**config.mk**
```make
export PLATFORM = sky130hd
export DESIGN_NAME = irq_cause_agg
export DESIGN_NICKNAME = d
export VERILOG_FILES = /design/src/rtl/agg_pkg.sv /design/src/rtl/agg_regdecode.sv /design/src/rtl/agg_cause_bank.sv /design/src/rtl/agg_readback.sv /design/src/rtl/agg_irq_reduce.sv /design/src/rtl/irq_cause_agg.sv
export SDC_FILE = /design/constraint.sdc
export NUM_CORES = 1
export LEC_CHECK = 0
export ABC_AREA = 1
export BUFFER_PORTS_ARGS = -buffer_cell sky130_fd_sc_hd__buf_2
export CAP_MARGIN = 30
export CORE_ASPECT_RATIO = 0.8
export CORE_MARGIN = 5
export CORE_UTILIZATION = 55
export DETAILED_ROUTE_END_ITERATION = 6
export HOLD_SLACK_MARGIN = 0.06
export MAX_ROUTING_LAYER = met4
export PLACE_DENSITY = 0.8
export SLEW_MARGIN = 0
export SYNTH_ARGS = -nofsm -noshare
export SYNTH_HDL_FRONTEND = slang
export SYNTH_SLANG_ARGS = --single-unit
```
**constraint.sdc**
```tcl
create_clock -name clk -period 3.7 [get_ports clk]
set_clock_uncertainty 0.2 [all_clocks]
set_input_delay 0.74 -clock clk [delete_from_list [all_inputs] [get_ports clk]]
set_output_delay 0.74 -clock clk [all_outputs]
set_load 0.02 [all_outputs]
```
**src/rtl/agg_pkg.sv**
```systemverilog
package agg_pkg;

    // Kind of register an address selects
    typedef enum logic [1:0] {
        ACC_NONE,
        ACC_CAUSE,
        ACC_MASK,
        ACC_DOORBELL
    } acc_kind_e;

    // Byte addresses; software and the decoder both depend on these
    localparam int CAUSE_BASE    = 'h00;
    localparam int MASK_BASE     = 'h20;
    localparam int DOORBELL_ADDR = 'h30;
    localparam int WORD_BYTES    = 4;

endpackage

```
**src/rtl/agg_regdecode.sv**
```systemverilog
module agg_regdecode
    import agg_pkg::*;
#(
    parameter int ADDR_W   = 8,
    parameter int DATA_W   = 32,
    parameter int NUM_IRQ  = 64,
    parameter int NUM_REGS = NUM_IRQ / DATA_W
) (
    input  logic                wr_en,
    input  logic [ADDR_W-1:0]   addr,
    input  logic [DATA_W-1:0]   wdata,
    output acc_kind_e           kind,
    output logic [NUM_REGS-1:0] reg_sel,
    output logic [NUM_IRQ-1:0]  db_set
);
    localparam int IDX_W = $clog2(NUM_IRQ);

    // Address match: which word, and which kind of word
    always_comb begin
        kind    = ACC_NONE;
        reg_sel = '0;
        for (int r = 0; r < NUM_REGS; r++) begin
            if (addr == ADDR_W'(CAUSE_BASE + WORD_BYTES * r)) begin
                kind       = ACC_CAUSE;
                reg_sel[r] = 1'b1;
            end
            if (addr == ADDR_W'(MASK_BASE + WORD_BYTES * r)) begin
                kind       = ACC_MASK;
                reg_sel[r] = 1'b1;
            end
        end
        if (addr == ADDR_W'(DOORBELL_ADDR)) begin
            kind = ACC_DOORBELL;
        end
    end

    // Doorbell: data is the absolute interrupt number; out of range is dropped
    always_comb begin
        db_set = '0;
        if (wr_en && (kind == ACC_DOORBELL) && (wdata < DATA_W'(NUM_IRQ))) begin
            db_set[wdata[IDX_W-1:0]] = 1'b1;
        end
    end

endmodule

```
**src/rtl/agg_cause_bank.sv**
```systemverilog
module agg_cause_bank #(
    parameter int DATA_W = 32
) (
    input  logic              clk,
    input  logic              rst_n,
    input  logic              clr_en,
    input  logic              mask_wr_en,
    input  logic [DATA_W-1:0] wdata,
    input  logic [DATA_W-1:0] set_vec,
    input  logic [DATA_W-1:0] lvl_vec,
    output logic [DATA_W-1:0] cause_q,
    output logic [DATA_W-1:0] mask_q,
    output logic              pend
);
    logic [DATA_W-1:0] clr_bits;
    logic [DATA_W-1:0] cause_d;
    logic [DATA_W-1:0] mask_d;

    assign clr_bits = clr_en ? wdata : '0;

    // ACK beats a level wire (that gives the one-cycle dip); a doorbell beats ACK
    always_comb begin
        cause_d = ((cause_q | lvl_vec) & ~clr_bits) | set_vec;
        mask_d  = mask_wr_en ? wdata : mask_q;
    end

    always_ff @(posedge clk or negedge rst_n) begin
        if (!rst_n) begin
            cause_q <= '0;
            mask_q  <= '1;
        end else begin
            cause_q <= cause_d;
            mask_q  <= mask_d;
        end
    end

    assign pend = |(cause_q & ~mask_q);

    AST_ACK_CLEARS: assert property (@(posedge clk) disable iff (!rst_n)
        ((clr_bits & ~set_vec) != '0) |=> ((cause_q & $past(clr_bits & ~set_vec)) == '0));

    AST_CAUSE_STICKY: assert property (@(posedge clk) disable iff (!rst_n)
        1'b1 |=> ((cause_q & $past(cause_q & ~clr_bits)) == $past(cause_q & ~clr_bits)));

    AST_DOORBELL_SETS: assert property (@(posedge clk) disable iff (!rst_n)
        (set_vec != '0) |=> ((cause_q & $past(set_vec)) == $past(set_vec)));

    AST_LEVEL_SETS: assert property (@(posedge clk) disable iff (!rst_n)
        ((lvl_vec & ~clr_bits) != '0) |=> ((cause_q & $past(lvl_vec & ~clr_bits)) == $past(lvl_vec & ~clr_bits)));

    AST_MASK_LOADS: assert property (@(posedge clk) disable iff (!rst_n)
        mask_wr_en |=> (mask_q == $past(wdata)));

endmodule

```
**src/rtl/agg_readback.sv**
```systemverilog
module agg_readback
    import agg_pkg::*;
#(
    parameter int DATA_W   = 32,
    parameter int NUM_REGS = 2
) (
    input  acc_kind_e                         kind,
    input  logic [NUM_REGS-1:0]               reg_sel,
    input  logic [NUM_REGS-1:0][DATA_W-1:0]   cause_all,
    input  logic [NUM_REGS-1:0][DATA_W-1:0]   mask_all,
    output logic [DATA_W-1:0]                 rdata
);
    always_comb begin
        rdata = '0;
        for (int r = 0; r < NUM_REGS; r++) begin
            if (reg_sel[r]) begin
                case (kind)
                    ACC_CAUSE: rdata = rdata | cause_all[r];
                    ACC_MASK:  rdata = rdata | mask_all[r];
                    default:   rdata = rdata;
                endcase
            end
        end
    end
endmodule

```
**src/rtl/agg_irq_reduce.sv**
```systemverilog
module agg_irq_reduce #(
    parameter int NUM_REGS = 2
) (
    input  logic [NUM_REGS-1:0] pend,
    output logic                irq
);
    assign irq = |pend;
endmodule

```
**src/rtl/irq_cause_agg.sv**
```systemverilog
module irq_cause_agg
    import agg_pkg::*;
#(
    parameter int ADDR_W    = 8,
    parameter int DATA_W    = 32,
    parameter int NUM_IRQ   = 64,
    parameter int NUM_WIRED = 21
) (
    input  logic                 clk,
    input  logic                 rst_n,
    input  logic                 bus_wr,
    input  logic [ADDR_W-1:0]    bus_addr,
    input  logic [DATA_W-1:0]    bus_wdata,
    output logic [DATA_W-1:0]    bus_rdata,
    input  logic [NUM_WIRED-1:0] lvl_src,
    output logic                 irq_out
);
    localparam int NUM_REGS = NUM_IRQ / DATA_W;

    acc_kind_e                         kind;
    logic [NUM_REGS-1:0]               reg_sel;
    logic [NUM_IRQ-1:0]                db_set;
    logic [NUM_IRQ-1:0]                lvl_full;
    logic [NUM_REGS-1:0][DATA_W-1:0]   cause_all;
    logic [NUM_REGS-1:0][DATA_W-1:0]   mask_all;
    logic [NUM_REGS-1:0]               pend;

    // Wired sources occupy the lowest numbers; the rest have no wire
    assign lvl_full = NUM_IRQ'(lvl_src);

    agg_regdecode #(
        .ADDR_W  (ADDR_W),
        .DATA_W  (DATA_W),
        .NUM_IRQ (NUM_IRQ),
        .NUM_REGS(NUM_REGS)
    ) u_decode (
        .wr_en  (bus_wr),
        .addr   (bus_addr),
        .wdata  (bus_wdata),
        .kind   (kind),
        .reg_sel(reg_sel),
        .db_set (db_set)
    );

    for (genvar r = 0; r < NUM_REGS; r++) begin : g_bank
        agg_cause_bank #(
            .DATA_W(DATA_W)
        ) u_bank (
            .clk       (clk),
            .rst_n     (rst_n),
            .clr_en    (bus_wr && (kind == ACC_CAUSE) && reg_sel[r]),
            .mask_wr_en(bus_wr && (kind == ACC_MASK) && reg_sel[r]),
            .wdata     (bus_wdata),
            .set_vec   (db_set[r*DATA_W +: DATA_W]),
            .lvl_vec   (lvl_full[r*DATA_W +: DATA_W]),
            .cause_q   (cause_all[r]),
            .mask_q    (mask_all[r]),
            .pend      (pend[r])
        );
    end

    agg_readback #(
        .DATA_W  (DATA_W),
        .NUM_REGS(NUM_REGS)
    ) u_readback (
        .kind     (kind),
        .reg_sel  (reg_sel),
        .cause_all(cause_all),
        .mask_all (mask_all),
        .rdata    (bus_rdata)
    );

    agg_irq_reduce #(
        .NUM_REGS(NUM_REGS)
    ) u_reduce (
        .pend(pend),
        .irq (irq_out)
    );

    AST_ALL_MASKED_QUIET: assert property (@(posedge clk) disable iff (!rst_n)
        (&mask_all) |-> !irq_out);

    AST_IRQ_NEEDS_CAUSE: assert property (@(posedge clk) disable iff (!rst_n)
        irq_out |-> (|cause_all));

    AST_DB_RANGE: assert property (@(posedge clk) disable iff (!rst_n)
        (bus_wr && (bus_addr == ADDR_W'(DOORBELL_ADDR)) && (bus_wdata >= DATA_W'(NUM_IRQ))) |-> (db_set == '0));

endmodule

```
==> results.ini, run 1 <==
[logic_synthesis]
synthCells = 1102
synth_top_area_cell = dfstp_2
synth.distinct_cells = 26
yosys.area.top_type_share_pct = 20.96
ys_seq_area_share_pct = 40.92
syn_nets = 1169
ys_warn_count = 0
ys_seq_elements = 128
synth_area_per_cell_um2 = 7.280
synth.top_cells.by_area = dfstp_2 (21%), dfrtp_1 (20%), nand2_1 (16%)
netlist_area_um2 = 8023

[drt]
ant_nets = 0
drt_first_pass_iters = 6
wire_per_inst_um = 16.58
wirelength_um = 22770
vias = 7636
route.detailed.drc = 0
viasPerCell = 5.562
drtIter0Drc = 754

[floorplanning]
start_util_pct = 56.11
ioPinCount = 97
dieHeight_um = 118.0
core_um2 = 14300
num_rows = 39
die_area_um2 = 17120
fp.dieW_um = 145.0

[timing]
setup_viol = 0
tightest_slew_ns = 0.6756
slew_headroom_pct = 54.96
holdWs_ns = 0.1046
fin_tns_setup_ns = 0
worst_slack_ns = 0.07831
hold_viol = 0
finalMaxSlewViolations = 0
clock.fmax_mhz = 276.1
final.period_utilization_pct = 97.88
final.min_clock_period_ns = 3.622

[global_route]
antenna_found_initial = 0
grt_max_degree = 66
grt_remaining_overflow = 0
grt_pass1_vias = 7324
grt_usage_pct = 27.25
grt_first_pass_wirelength_um = 37200

[finish]
seqCellArea_um2 = 3283
drive_above_1_share_pct = 24.56
nNetsFinal = 1243
layout_common_cells = nand2_1 (349), nand3_1 (157), inv_1 (113)
multiInputGateArea_um2 = 3961
syn_to_final_growth_pct = 14.47
antenna_cells = 0
num-fill-cells = 1267
layout_commonest_cell = nand2_1

[worst_setup_path]
ff2ff_setup_slack_ns = 2.55
cp-start-kind = input pin
required_ns = 2.76
crit_type = in -> out
critPathArrivalTime_ns = 2.68
worstPathMaxFanout = 27
cp-end-kind = output pin

[place]
globalplace.congestion = 0.8931
dp_slack_ns = 0.08718
portBuffers = 96
dp_hpwl_um = 14940

[power]
p_comb_share_pct = 5.0
power_frac_clock_pct = 51.3
internal_power_w = 0.002493
seqPwrFrac_pct = 43.7
ir_worst_vdd_mv = 0.3224
switchingPower_w = 0.0007267
powerDensity_nw_per_um2 = 350.6
p_leak_nw = 4.052
switching_share_pct = 22.57
p_total_w = 0.003220

[clock_network]
clkSlewWorstSetupHoldPaths_ns = 0.06
root_buffer = clkbuf_16
post-cts-setup-buffer-count = 0
cts_tree = built
clk_latency_ns = 0.42
cts.path.max_buffers = 2
cts.htree.levels = 4
cts_sinks = 128
cts_inserted_buffers = 17

[job]
drv_cap = 0

[outcome]
outcome = finished clean

[hold_path]
hp-class = in -> async

## routing by layer
metal	up-vias	track usage (%)	part of all wire (%)
met5	-	-	0
met2	380	39.80	44
met1	3517	36.91	43
li1	3687	-	-
met3	52	7.159	10
met4	0	9.176	2.2
## critical path, stage by stage
cell	delay [ns]
buf_2	0.10
or2_1	0.23
nor2_2	0.12
nand4_1	0.18
nand3_2	0.14
inv_1	0.08
ha_4	0.20
buf_12	0.17
o21ai_0	0.26
nand2_1	0.11
a21oi_2	0.16
buf_2	0.18
## worst paths after layout
check                                               end  depth (start not counted)                         start
hold / removal              g_bank[0].u_bank.cause_q[8]                          1                         rst_n
setup / recovery                           bus_rdata[1]                         12                   bus_addr[3]
setup reg to reg           g_bank[0].u_bank.cause_q[18]                          3  g_bank[0].u_bank.cause_q[18]
max in group asynchronous   g_bank[1].u_bank.mask_q[20]                          2                         rst_n
min in group clk             g_bank[1].u_bank.mask_q[9]                          2    g_bank[1].u_bank.mask_q[9]
hold reg to reg              g_bank[1].u_bank.mask_q[9]                          2    g_bank[1].u_bank.mask_q[9]
## registers in the layout, summed over array words and instances, names as in the netlist
| register | cells |
|---|---|
| g_bank.u_bank.cause_q | 64 |
| g_bank.u_bank.mask_q | 64 |
## cells in the mapped netlist, drive strengths merged
master and n:
o21ai 72, inv 115, ha 3, clkbuf 13
a21oi 32, or2 23, nor2 91, buf 46
nand4 6, nand2 353, mux2 28, nor3 1
dfstp 64, dfrtp 64, nand3 159, a22o 32
## power by group through the flow
stage | registers (W) | logic (W) | clock network, W
3_5_place_dp | 0.00143 | 0.000158 | 0
4_1_cts | 0.00141 | 0.000159 | 0.00166
6_report | 0.00141 | 0.000161 | 0.00165
3_3_place_gp | 0.00143 | 0.000155 | 0
5_1_grt | 0.00141 | 0.000176 | 0.00173
2_1_floorplan | 0.00143 | 0.0000521 | 0
## cell type report
| type | count | area share [%] |
|---|---|---|
| Clock inverter | 6 | 0.8992 |
| Sequential cell | 128 | 35.75 |
| Clock buffer | 26 | 5.327 |
| Multi-Input combinational cell | 800 | 43.13 |
| Timing Repair Buffer | 114 | 7.684 |
| Tap cell | 184 | 2.507 |
| Inverter | 115 | 4.700 |
## logic make-up after synthesis
kind of cell / after synthesis / synth area share (%)
compound gates: 136 / 11.20
fa+ha+maj: 3 / 0.4679
buf+inv: 174 / 10.04
flops: 128 / 40.92
mux: 28 / 3.930
simple gates: 633 / 33.44
## metrics by stage
step	utilization, %	cell area [um2]	instances
2_1_floorplan	-	8023	1102
3_3_place_gp	60.09	8592	1341
3_5_place_dp	60.09	8592	1341
4_1_cts	64.09	9164	1373
5_1_grt	64.23	9184	1373
6_report	64.23	9184	1373
## repair_timing
action	in CTS	in global routing
hold buffers	0	0
setup endpoints to repair	0	27
resized for setup	0	4
(Power assumes the default switching activity.)
==> run 2: changes to the inputs <==
Settings changed: CORE_UTILIZATION 55 to 50, PLACE_DENSITY 0.8 to 0.74, SETUP_SLACK_MARGIN set to 0.4.
==> results.ini, run 2 (synthesis gave the netlist of run 1 again) <==
[timing]
final.period_utilization_pct = 96.63  ; -1.3 points
hold_viol = 0  ; unchanged
rsz0062_at_grt = yes
holdWs_ns = 0.1556  ; +0.05098 ns
worst_slack_ns = 0.1248  ; +0.04652 ns
tightest_slew_ns = 0.7060  ; +0.03042 ns
fin_tns_setup_ns = 0  ; unchanged
final.min_clock_period_ns = 3.575  ; -0.04652 ns
finalMaxSlewViolations = 0  ; unchanged
slew_headroom_pct = 52.93  ; -2.0 points
clock.fmax_mhz = 279.7  ; +1.3%
setup_viol = 0  ; unchanged

[floorplanning]
dieHeight_um = 123.3  ; +4.5%
ioPinCount = 97  ; unchanged
start_util_pct = 50.94  ; -5.2 points
die_area_um2 = 18690  ; +9.2%
fp.dieW_um = 151.6  ; +4.5%
core_um2 = 15750  ; +10%
num_rows = 41  ; +5.1%

[clock_network]
clk_latency_ns = 0.42  ; about the same
root_buffer = clkbuf_16
cts_sinks = 128  ; unchanged
cts_tree = built
cts_inserted_buffers = 17  ; unchanged
cts.htree.levels = 4  ; unchanged
clkSlewWorstSetupHoldPaths_ns = 0.05  ; about the same
cts.path.max_buffers = 2  ; unchanged

[outcome]
outcome = finished clean

[drt]
vias = 7822  ; +2.4%
drtIter0Drc = 630  ; -16%
viasPerCell = 5.501  ; -1.1%
wire_per_inst_um = 17.63  ; +6.3%
wirelength_um = 25070  ; +10%
ant_nets = 0  ; unchanged
route.detailed.drc = 0  ; unchanged
drt_first_pass_iters = 6  ; unchanged

[finish]
reg_top3 = g_bank.u_bank.cause_q (64), g_bank.u_bank.mask_q (64)
drive_above_1_share_pct = 28.28  ; +3.7 points
layout_common_cells = nand2_1 (330), nand3_1 (157), inv_1 (112)
syn_to_final_growth_pct = 22.94
nNetsFinal = 1260  ; +1.4%
num-fill-cells = 1392  ; +9.9%
layout_commonest_cell = nand2_1

[global_route]
grt_usage_pct = 28.12  ; +0.88 points
grt_remaining_overflow = 0  ; unchanged
grt_pass1_vias = 7333  ; +0.12%
grt_max_degree = 65  ; -1.5%
grt_first_pass_wirelength_um = 39630  ; +6.5%
antenna_found_initial = 1  ; +1

[worst_setup_path]
crit_type = in -> out
path_buf_inv = 3  ; -1
crit_chain = buf_6 -> or2_1 -> nor2_2 -> nand4_1 -> nand3_2 -> ha_4 -> buf_12 -> mux2_2 -> nand2_1 -> a21oi_2 -> buf_2
critPathTopFamily = simple AND/OR/NAND/NOR gates
cp-end-kind = output pin
cp-start-kind = input pin
worstPathMaxFanout = 18  ; -33%
slowest_delay_ns = 0.35  ; +0.09 ns
required_ns = 2.76  ; about the same
critPathSlowestCell = mux2_2
critPathArrivalTime_ns = 2.64  ; -0.04 ns

[place]
dp_hpwl_um = 16120  ; +7.9%
portBuffers = 96  ; unchanged
dp_slack_ns = 0.09613  ; +0.008946 ns
globalplace.congestion = 0.8481  ; -5.0%

[hold_path]
hp-class = in -> async

[power]
powerDensity_nw_per_um2 = 338.8  ; -3.4%
ir_worst_vdd_mv = 0.3143  ; -2.5%
p_total_w = 0.003342  ; +3.8%
p_leak_nw = 4.276  ; +5.5%

[job]
drv_cap = 0  ; unchanged

run 2: stage by stage:
step / cell area [um2] / instances / utilization, %
floorplan: 8159 / 1102 / -
global placement: 8856 / 1377 / 56.23
detailed placement: 8856 / 1377 / 56.23
CTS: 9711 / 1417 / 61.66
global route: 9863 / 1422 / 62.63
finish: 9863 / 1422 / 62.63
run 2: layout make-up:
type                    count  area (um2)  share of cell area, %
well taps                 215       269.0                  2.727
clock inverters             5       100.1                  1.015
flip-flops and latches    128        3283                  33.29
multi-input cells         800        4184                  42.42
diodes                      1       2.502                0.02537
repair buffers            131        1080                  10.95
inverters                 115       431.7                  4.377
clock buffers              27       513.0                  5.201
run 2: path summary, 6_finish.rpt:
kind | from | end | slack (ns) | depth (start not counted)
setup / recovery | bus_addr[3] | bus_rdata[8] | 0.12 | 11
max in group asynchronous | rst_n | g_bank[0].u_bank.mask_q[26] | 2.28 | 2
min in group clk | g_bank[1].u_bank.cause_q[1] | g_bank[1].u_bank.cause_q[1] | 0.28 | 2
hold reg to reg | g_bank[1].u_bank.cause_q[1] | g_bank[1].u_bank.cause_q[1] | 0.28 | 2
setup reg to reg | g_bank[0].u_bank.cause_q[19] | g_bank[0].u_bank.cause_q[19] | 2.57 | 3
hold / removal | rst_n | g_bank[0].u_bank.cause_q[8] | 0.16 | 1
run 2: metal layers:
| metal | part of all wire (%) | global-route usage, % |
|---|---|---|
| met1 | 45 | 40.26 |
| met2 | 45 | 41.88 |
| met3 | 8.1 | 4.727 |
| met4 | 2.0 | 7.183 |
| met5 | 0 | - |
run 2: where the power goes:
group	switching, W	internal [W]	total (W)
clock	0.000611	0.00115	0.00176
sequential	0.00000125	0.00141	0.00141
combinational	0.000124	0.0000514	0.000175
total	0.000736	0.00261	0.00334
run 2: what timing repair did:
item / CTS / global route
hold buffers: 0 / 0
setup endpoints to repair: 32 / 32
buffers inserted: 4 / 1
gates resized for setup: 39 / 25
cloned: 4 / 3
pin swaps: 7 / 9
==> run 3: changes to the inputs <==
Settings changed: BUFFER_PORTS_ARGS -buffer_cell sky130_fd_sc_hd__buf_2 to not set, CORE_UTILIZATION 50 to 40, DONT_BUFFER_PORTS set to 1, PLACE_DENSITY 0.74 to 0.58.
Clock period 3.7 ns to 4.1 ns, I/O delays scaled along.
==> results.ini, run 3 (synthesis gave the netlist of run 1 again) <==
[finish]
drive_above_1_share_pct = 23.90  ; -4.4 points
reg_top3 = g_bank.u_bank.cause_q (64), g_bank.u_bank.mask_q (64)
nNetsFinal = 1192  ; -5.4%
layout_commonest_cell = nand2_1
finalInstanceArea_um2 = 9509  ; -3.6%
syn_to_final_growth_pct = 18.53
layout_common_cells = nand2_1 (333), nand3_1 (157), inv_1 (112)

[drt]
ant_nets = 0  ; unchanged
drtIter0Drc = 731  ; +16%
vias = 7284  ; -6.9%
wirelength_um = 25280  ; +0.84%
drt_first_pass_iters = 6  ; unchanged
route.detailed.drc = 0  ; unchanged
viasPerCell = 5.188  ; -5.7%
wire_per_inst_um = 18.01  ; +2.1%

[power]
ir_worst_vdd_mv = 0.2297  ; -27%
powerDensity_nw_per_um2 = 299.5  ; -12%
p_leak_nw = 3.965  ; -7.3%
p_total_w = 0.002848  ; -15%

[clock_network]
cts_inserted_buffers = 17  ; unchanged
cts_tree = built
root_buffer = clkbuf_16
clk_latency_ns = 0.42  ; about the same
cts.path.max_buffers = 2  ; unchanged
cts_sinks = 128  ; unchanged
clkSlewWorstSetupHoldPaths_ns = 0.06  ; about the same
cts.htree.levels = 4  ; unchanged

[job]
drv_cap = 0  ; unchanged

[worst_setup_path]
crit_path_start = bus_addr[2]
required_ns = 3.08  ; +0.32 ns
cp-start-kind = input pin
worstPathMaxFanout = 8  ; -10
crit_type = in -> out
cp-end-kind = output pin
reg2reg_from = g_bank[0].u_bank.cause_q[14]
critPathArrivalTime_ns = 2.67  ; +0.03 ns

[global_route]
grt_remaining_overflow = 0  ; unchanged
grt_max_degree = 106  ; +63%
grt_usage_pct = 21.93  ; -6.2 points
grt_first_pass_wirelength_um = 38540  ; -2.8%
grt_pass1_vias = 6846  ; -6.6%
antenna_found_initial = 2  ; +1

[timing]
final.min_clock_period_ns = 3.694
slew_headroom_pct = 52.21  ; -0.72 points
finalMaxSlewViolations = 0  ; unchanged
final.period_utilization_pct = 90.09
holdWs_ns = 0.1342  ; -0.02140 ns
rsz0062_at_grt = yes
fin_tns_setup_ns = 0  ; unchanged
setup_viol = 0  ; unchanged
tightest_slew_ns = 0.7168  ; +0.01086 ns
clock.fmax_mhz = 270.7
hold_viol = 0  ; unchanged

[hold_path]
hp-class = in -> async

[floorplanning]
ioPinCount = 97  ; unchanged
core_um2 = 19800  ; +26%
start_util_pct = 40.52  ; -10 points
num_rows = 46  ; +12%
die_area_um2 = 23010  ; +23%
dieHeight_um = 136.7  ; +11%
fp.dieW_um = 168.3  ; +11%

[outcome]
outcome = finished clean

[place]
dpl_cell_area_um2 = 8454  ; -4.5%
portBuffers = 0  ; -100%
globalplace.congestion = 0.8126  ; -4.2%
dp_hpwl_um = 15830  ; -1.8%

run 3: cell count changes in the layout (fill, tap and decap cells not counted), sizes merged:
cell / previous run / this run
clkinvlp: 0 / 4
buf: 129 / 57
clkbuf: 29 / 25
clkinv: 2 / 8
diode: 1 / 2
bufinv: 3 / 1
run 3: timing repair:
item,CTS,global route
buffers inserted,0,4
resized for setup,0,63
endpoints found under the hold margin,105,0
endpoints found under the setup margin,0,31
hold buffers,2,0
run 3: layout make-up:
| cell class | instances | area [um2] |
|---|---|---|
| timing repair buffer | 63 | 810.8 |
| inverter | 115 | 431.7 |
| fill | 1995 | 10290 |
| multi-input combinational | 800 | 4080 |
| sequential | 128 | 3283 |
| clock buffer | 19 | 452.9 |
| tap | 264 | 330.3 |
| antenna | 2 | 5.005 |
| clock inverter | 13 | 115.1 |
run 3: worst paths after layout:
kind	endpoint	slack (ns)	depth (start not counted)
worst max register to register	g_bank[0].u_bank.cause_q[14]	2.98	3
max in group asynchronous	g_bank[0].u_bank.mask_q[2]	3.13	1
worst min-delay path	g_bank[0].u_bank.cause_q[6]	0.13	1
min in group clk	g_bank[1].u_bank.cause_q[13]	0.28	2
worst min register to register	g_bank[1].u_bank.cause_q[13]	0.28	2
worst max-delay path	bus_rdata[4]	0.41	12
run 3: where the power goes:
part / internal (W) / switching (W)
Combinational: 0.0000252 / 0.0000811
Sequential: 0.00127 / 0.00000105
Clock: 0.000863 / 0.000608
run 3: per-stage QoR:
step                      utilization (%)  instances  setup slack, ns
after floorplan                         -       1102           0.5271
after global placement              42.70       1356           0.4664
after detailed placement            42.70       1356           0.4473
after CTS                           45.81       1390           0.4251
after global routing                48.03       1404           0.3149
final                               48.03       1404           0.4062
run 3: routing by layer:
layer | up-vias | track usage [%] | wire length [um]
met5 | - | - | 0
met4 | 0 | 4.507 | 209
met3 | 20 | 4.360 | 1777
met2 | 239 | 32.00 | 10990
met1 | 3437 | 31.82 | 12310
li1 | 3588 | - | -
run 3: worst max-delay path, stage by stage:
cell	delay [ns]
or2_1	0.22
nor2_2	0.16
nand4_1	0.18
nand3_2	0.15
inv_2	0.05
ha_4	0.19
buf_12	0.14
clkbuf_16	0.17
mux2_4	0.30
nand2_2	0.07
a21oi_2	0.05
buf_4	0.17
